### src/rtl/rstctl_pkg.sv
package rstctl_pkg;
  typedef enum logic [1:0] {
    ACC_BYTE  = 2'd0,
    ACC_WORD  = 2'd1,
    ACC_DWORD = 2'd2,
    ACC_RSVD  = 2'd3
  } acc_size_e;
endpackage

### src/rtl/rstctl_decode.sv
module rstctl_decode #(
  parameter int          ADDR_W    = 16,
  parameter logic [15:0] PORT_ADDR = 16'hCF9
) (
  input  logic [ADDR_W-1:0] addr,
  input  logic              rd,
  input  logic              wr,
  input  logic [1:0]        size,
  output logic              wr_ok,
  output logic              rd_ok,
  output logic              refuse
);
  import rstctl_pkg::*;
  localparam logic [ADDR_W-1:0] MATCH = ADDR_W'(PORT_ADDR);

  logic hit, is_byte;

  always_comb begin
    hit     = (addr == MATCH);
    is_byte = (size == ACC_BYTE);
    wr_ok   = hit && wr && is_byte;
    rd_ok   = hit && rd && !wr && is_byte;
    refuse  = hit && (rd || wr) && !is_byte;
  end
endmodule

### src/rtl/rstctl_store.sv
module rstctl_store #(
  parameter int DATA_W   = 8,
  parameter int GO_BIT   = 2,
  parameter int TYPE_BIT = 1
) (
  input  logic              clk,
  input  logic              rst,
  input  logic              wr_ok,
  input  logic [DATA_W-1:0] wdata,
  output logic [DATA_W-1:0] value,
  output logic              req,
  output logic              hard
);
  logic fire;

  always_comb fire = wr_ok && wdata[GO_BIT] && !value[GO_BIT];

  always_ff @(posedge clk) begin
    if (rst) begin
      value <= '0;
      req   <= 1'b0;
      hard  <= 1'b0;
    end else begin
      req <= fire;
      if (wr_ok) value <= wdata;
      if (fire)  hard  <= wdata[TYPE_BIT];
    end
  end
endmodule

### src/rtl/rstctl_port.sv
module rstctl_port #(
  parameter int          ADDR_W    = 16,
  parameter int          DATA_W    = 8,
  parameter logic [15:0] PORT_ADDR = 16'hCF9,
  parameter int          GO_BIT    = 2,
  parameter int          TYPE_BIT  = 1
) (
  input  logic              clk,
  input  logic              rst,
  input  logic [ADDR_W-1:0] bus_addr,
  input  logic              bus_rd,
  input  logic              bus_wr,
  input  logic [1:0]        bus_size,
  input  logic [DATA_W-1:0] bus_wdata,
  output logic [DATA_W-1:0] bus_rdata,
  output logic              bus_err,
  output logic              rst_req,
  output logic              rst_hard
);
  logic              wr_ok, rd_ok, refuse;
  logic [DATA_W-1:0] value;

  rstctl_decode #(.ADDR_W(ADDR_W), .PORT_ADDR(PORT_ADDR)) u_dec (
    .addr(bus_addr), .rd(bus_rd), .wr(bus_wr), .size(bus_size),
    .wr_ok(wr_ok), .rd_ok(rd_ok), .refuse(refuse)
  );

  rstctl_store #(.DATA_W(DATA_W), .GO_BIT(GO_BIT), .TYPE_BIT(TYPE_BIT)) u_store (
    .clk(clk), .rst(rst), .wr_ok(wr_ok), .wdata(bus_wdata),
    .value(value), .req(rst_req), .hard(rst_hard)
  );

  always_ff @(posedge clk) begin
    if (rst) begin
      bus_rdata <= '0;
      bus_err   <= 1'b0;
    end else begin
      bus_rdata <= rd_ok ? value : '0;
      bus_err   <= refuse;
    end
  end
endmodule

### config.mk
export PLATFORM = sky130hd
export DESIGN_NAME = rstctl_port
export DESIGN_NICKNAME = d
export VERILOG_FILES = /design/src/rtl/rstctl_pkg.sv /design/src/rtl/rstctl_decode.sv /design/src/rtl/rstctl_store.sv /design/src/rtl/rstctl_port.sv
export SDC_FILE = /design/constraint.sdc
export NUM_CORES = 1
export LEC_CHECK = 0
export BUFFER_PORTS_ARGS = -buffer_cell sky130_fd_sc_hd__buf_2
export CAP_MARGIN = 20
export CORE_MARGIN = 5
export CORE_UTILIZATION = 34
export DETAILED_ROUTE_END_ITERATION = 8
export GPL_ROUTABILITY_DRIVEN = 1
export PLACE_DENSITY = 0.73
export SLEW_MARGIN = 15
export SYNTH_ARGS = -nofsm -noshare
export SYNTH_HDL_FRONTEND = slang
export SYNTH_SLANG_ARGS = --single-unit
### constraint.sdc
create_clock -name clk -period 3.3 [get_ports clk]
set_input_delay 0.33 -clock clk [delete_from_list [all_inputs] [get_ports clk]]
set_output_delay 0.33 -clock clk [all_outputs]
set_load 0.01 [all_outputs]
# Yosys cells after proc, flatten, opt, wreduce, memory -nomap -nowiden
# Cells that the tools add are included.
[word_totals]
ff_bits = 19
input_bits = 30
output_inout_bits = 11
[op_classes]
eq_ne = 1
bitwise_logic = 1
reduce_logical = 15
[op_table]
columns = ["operator", "n"]
rows = [
  ["== test 16 x 12 -> 1 bit, second input constant", 1],
  ["logical AND 1 bit", 9],
  ["zero test 1 bit", 3],
  ["zero test 2 bit", 1],
  ["OR reduction 2 bit", 1],
  ["logical OR 1 bit", 1],
  ["NOT 1 bit", 1],
]

# Depth between registers and ports, before layout
[logic_depth]
depth_word = 6
ltp_mapped = 5
mapped_depth_nobuf = 4

# Modules after synthesis
# From an unflattened synthesis, not the netlist that was laid out.
[unflattened]
cells_unflattened = 61
area_unflattened_um2 = 724.4
[by_module_without_submodules]
columns = ["module", "instances", "cells_each", "area_per_inst_um2", "seq_area_each_um2"]
rows = [
  ["rstctl_store", 1, 33, 372.9, 200.2],
  ["rstctl_port", 1, 18, 256.5, 180.2],
  ["rstctl_decode", 1, 10, 95.1, 0.0],
]

# Least setup slack after synthesis
# Ideal clock, no wire load.
[synth_path]
path_kind = "input to register"
from = "input bus_addr[14]"
to = "register u_store.hard"
setup_ns = 0.134
t_arrival_ns = 1.148
t_required_ns = 3.166
slack_ns = 2.019
stages = 4
path_buffers = 0
cell_sequence = "nor4b_2 nand4_1 o21ai_0 a21oi_1"
[synth_via]
elab_chain_cells = 5
[synth_lines]
columns = ["element", "line", "text"]
rows = [
  ["start, declared", "rstctl_port.sv:10", "input logic [ADDR_W-1:0] bus_addr,"],
  ["== test 16 x 12 -> 1 bit", "rstctl_decode.sv:19", "hit = (addr == MATCH);"],
  ["logical AND 1 bit (2 in a row)", "rstctl_decode.sv:21", "wr_ok = hit && wr && is_byte;"],
  ["logical AND 1 bit (2 in a row)", "rstctl_store.sv:16", "always_comb fire = wr_ok && wdata[GO_BIT] && !value[GO_BIT];"],
  ["end signal, assigned", "rstctl_store.sv:26", "if (fire) hard <= wdata[TYPE_BIT];"],
  ["end, declared", "rstctl_store.sv:12", "output logic hard"],
]
# No other way between the ends.
# A chain may end at the register's enable or synchronous reset.

# Final worst setup path
[layout_path]
from = "input bus_size[1]"
to = "register u_store.value[6]"
[layout_via]
elab_chain_cells = 2
[layout_lines]
columns = ["element", "line", "text"]
rows = [
  ["start, declared", "rstctl_port.sv:13", "input logic [1:0] bus_size,"],
  ["zero test 2 bit", "rstctl_decode.sv:20", "is_byte = (size == ACC_BYTE);"],
  ["logical AND 1 bit", "rstctl_decode.sv:21", ""],
  ["end signal, assigned", "rstctl_store.sv:25", "if (wr_ok) value <= wdata;"],
  ["end, declared", "rstctl_store.sv:10", "output logic [DATA_W-1:0] value,"],
]
# No other way between the ends.

==> impl_metrics.csv <==
group,metric,value,unit
worst_setup_path,r2r-end,"u_store.hard",
cts,h-tree-depth,1,
route,avgViaCountPerCell,4.964,
placed_design,place_area,934.6,sq um
worst_setup_path,slowest_delay,560,ps
worst_setup_path,startpoint_type,"input pin",
floorplan,die_w,56,um
global_route,gr-total-overflow,0,
logic_synthesis,netlist.area_leader.share,52.87,%
cts,cts_resized,0,
sta,setup_tns,0,ps
worst_setup_path,crit_arrival,1630,ps
route,wl_per_cell,11.82,um
sta,fmax,686.9,MHz
logic_synthesis,synthAdderAreaFrac,0,%
hold_path,min_from,"bus_wdata[5]",
logic_synthesis,yosysMostFrequentCell,"dfxtp_1",
route,wirelength,1.655,mm
floorplan,die_y,56,um
pwr,power_leakage,0.4238,nW
logic_synthesis,synth.top_cells.by_count,"dfxtp_1, nand4_1, a21oi_1, o21ai_0, and2_1",
sta,min_period,1456,ps
final_layout,diodes,0,
sta,hold_violations,0,
cts,clock_latency,290,ps
logic_synthesis,synth_area_per_cell,9.855,sq um
pwr,power_density,384.9,mW/mm^2
cts,postCtsSetupBuffers,0,
floorplan,core,0.001982,sq mm
worst_setup_path,cp_slowest_cell,"nor2_1",
logic_synthesis,synth_mux_area_share,0,%
logic_synthesis,synth.area.top_cells,"dfxtp_1, nand4_1, and2_1",
cts,clock-sinks,19,
worst_setup_path,path_cells,"buf_2, nor2_1, nand2_1, o21ai_0, a21oi_1",
final_layout,synthToLayoutAreaGrowth,33.57,%
logic_synthesis,yosys.area.top_type,"dfxtp_1",
sta,tightestPinTransition,715.8,ps
placed_design,gp_congestion,0.7181,
sta,drv_slew,0,
logic_synthesis,synthArstFlopShare,0,%
sta,rsz0062_at_grt,"no",
sta,setup_viol,0,
sta,relSlewSlack,52.11,%
worst_setup_path,worstSetupPathType,"in -> reg",
final_layout,layout.nets,144,
route,drt_iter0_markers,30,
final_layout,num-fill-cells,196,
logic_synthesis,seq_area_frac_synth,52.87,%
route,met2_length,780,um
hold_path,holdPathStages,3,
route,drc,0,
worst_setup_path,startpoint,"bus_size[1]",
run_status,outcome,"finished clean",
global_route,grt_max_degree,13,
logic_synthesis,synth_top_family_by_area,"simple AND/OR/NAND/NOR gates",
job,cap_viol_max_count,0,
hold_path,min_path_type,"in -> reg",
worst_setup_path,rr_startpoint,"u_store.value[2]",
cts,cts_tree,"built",
hold_path,min_to,"u_store.value[5]",
logic_synthesis,synth_xor_area_share,0,%
logic_synthesis,synth_nets,103,
cts,clk_path_buf_depth,2,
floorplan,row_count,16,
cts,cts_made_buffers,3,
logic_synthesis,synth-seq-cells,19,
worst_setup_path,cp_max_fo,12,
final_layout,fin_area,960.9,sq um
global_route,grt_pass1_vias,648,
floorplan,start_util,36.30,%
worst_setup_path,cp-end-kind,"register",
cts,cts-root-buf,"clkbuf_4",
logic_synthesis,synthSimpleGateAreaFrac,32.00,%
route,wl_met1,663,um
logic_synthesis,synth_area,719.4,sq um
final_layout,drive_gt1_share,41.59,%
floorplan,die_area,0.003136,sq mm
logic_synthesis,synthCells,73,
logic_synthesis,synth_top_flop_cell,"dfxtp_1",
worst_setup_path,required,3480,ps
logic_synthesis,synth_compound_area_share,12.52,%
global_route,grt_use_total,11.22,%
route,num_vias,695,
floorplan,top_level_ports,41,
global_route,antenna_found_initial,0,
route,ant_nets,0,
logic_synthesis,synth-edff-count,0,
cts,cts_hold_buf,0,
placed_design,portBuffers,40,
global_route,grt_pass1_wl,2.808,mm
logic_synthesis,ys_warn_count,0,
route,dr.max_layer_used,"met4",
logic_synthesis,synth.distinct_cells,17,
sta,finalClockSkew,2.470,ps
sta,period_share,44.12,%
pwr,ir_drop,0.1987,mV
route,met3RoutedLength,184,um
cts,clk_pin_slew_worst_paths,100,ps
worst_setup_path,r2r_cells,4,
worst_setup_path,r2r_setup_slack,2330,ps
route,firstDrtPassIters,4,
flip-flops by register name (all words and copies together), names as in the netlist:
| name | flops |
|---|---|
| u_store.value | 8 |
| bus_err | 1 |
| u_store.req | 1 |
| bus_rdata | 8 |
| u_store.hard | 1 |
kinds of logic after synthesis:
kind of cell,count (synthesis)
compound gates,18
buf+inv,4
flops,19
simple gates,32
cell type report:
type                       instances  area [sq um]  share of cell area (%)
tap                               27         33.78                   3.516
multi-input combinational         50         320.3                   33.33
sequential                        19         380.4                   39.58
timing repair buffer              40         200.2                   20.83
clock buffer                       4         26.28                   2.734
cell usage in the layout, fill, tap and decap left out, drive strengths merged:
cell type	count
buf	40
dfxtp	19
nand4	10
o21ai	9
a21oi	9
and2	8
clkbuf	4
and4	2
nor4b	2
nor2	2
nand2	2
and3b	1
and4bb	1
nor3	1
and3	1
and4b	1
nor4	1
stage by stage:
step           hold WS (ps)  util, %  worst slack (ps)  power (mW)  cells
2_1_floorplan         422.9        -              2019      0.2441     73
5_1_grt               286.6    48.48              1692      0.3870    140
4_1_cts               290.7    48.48              1868      0.3728    140
6_report              295.1    48.48              1844      0.3698    140
3_5_place_dp          435.3    47.16              1567      0.2637    136
3_3_place_gp          434.9    47.16              1576      0.2633    136
worst max-delay path: cells and delay by family:
kind	cells	cell delay (ps)
simple gates	2	870
compound gates	2	320
buf+inv	1	100
per-layer routing:
metal | global-route usage (%) | vias to the layer above
li1 | - | 352
met5 | 0 | -
met2 | 18.20 | 37
met3 | 3.944 | 2
met4 | 6.102 | 0
met1 | 12.75 | 304
worst max-delay path by stage:
stage	depth (start not counted)	slack (ps)	endpoint
after floorplan	4	2020	u_store.hard
after global placement	5	1580	u_store.value[5]
after detailed placement	5	1570	bus_rdata[7]
after CTS	5	1870	u_store.value[6]
after global routing	5	1690	u_store.value[2]
final	5	1840	u_store.value[6]
report_power, final:
group	leakage, nW	switching, mW	internal (mW)	total (mW)
sequential	0.153	0.000000113	0.229	0.229
clock	0.0150	0.0647	0.0470	0.112
combinational	0.256	0.0140	0.0150	0.0290
Power figures use the tool's default switching activity.
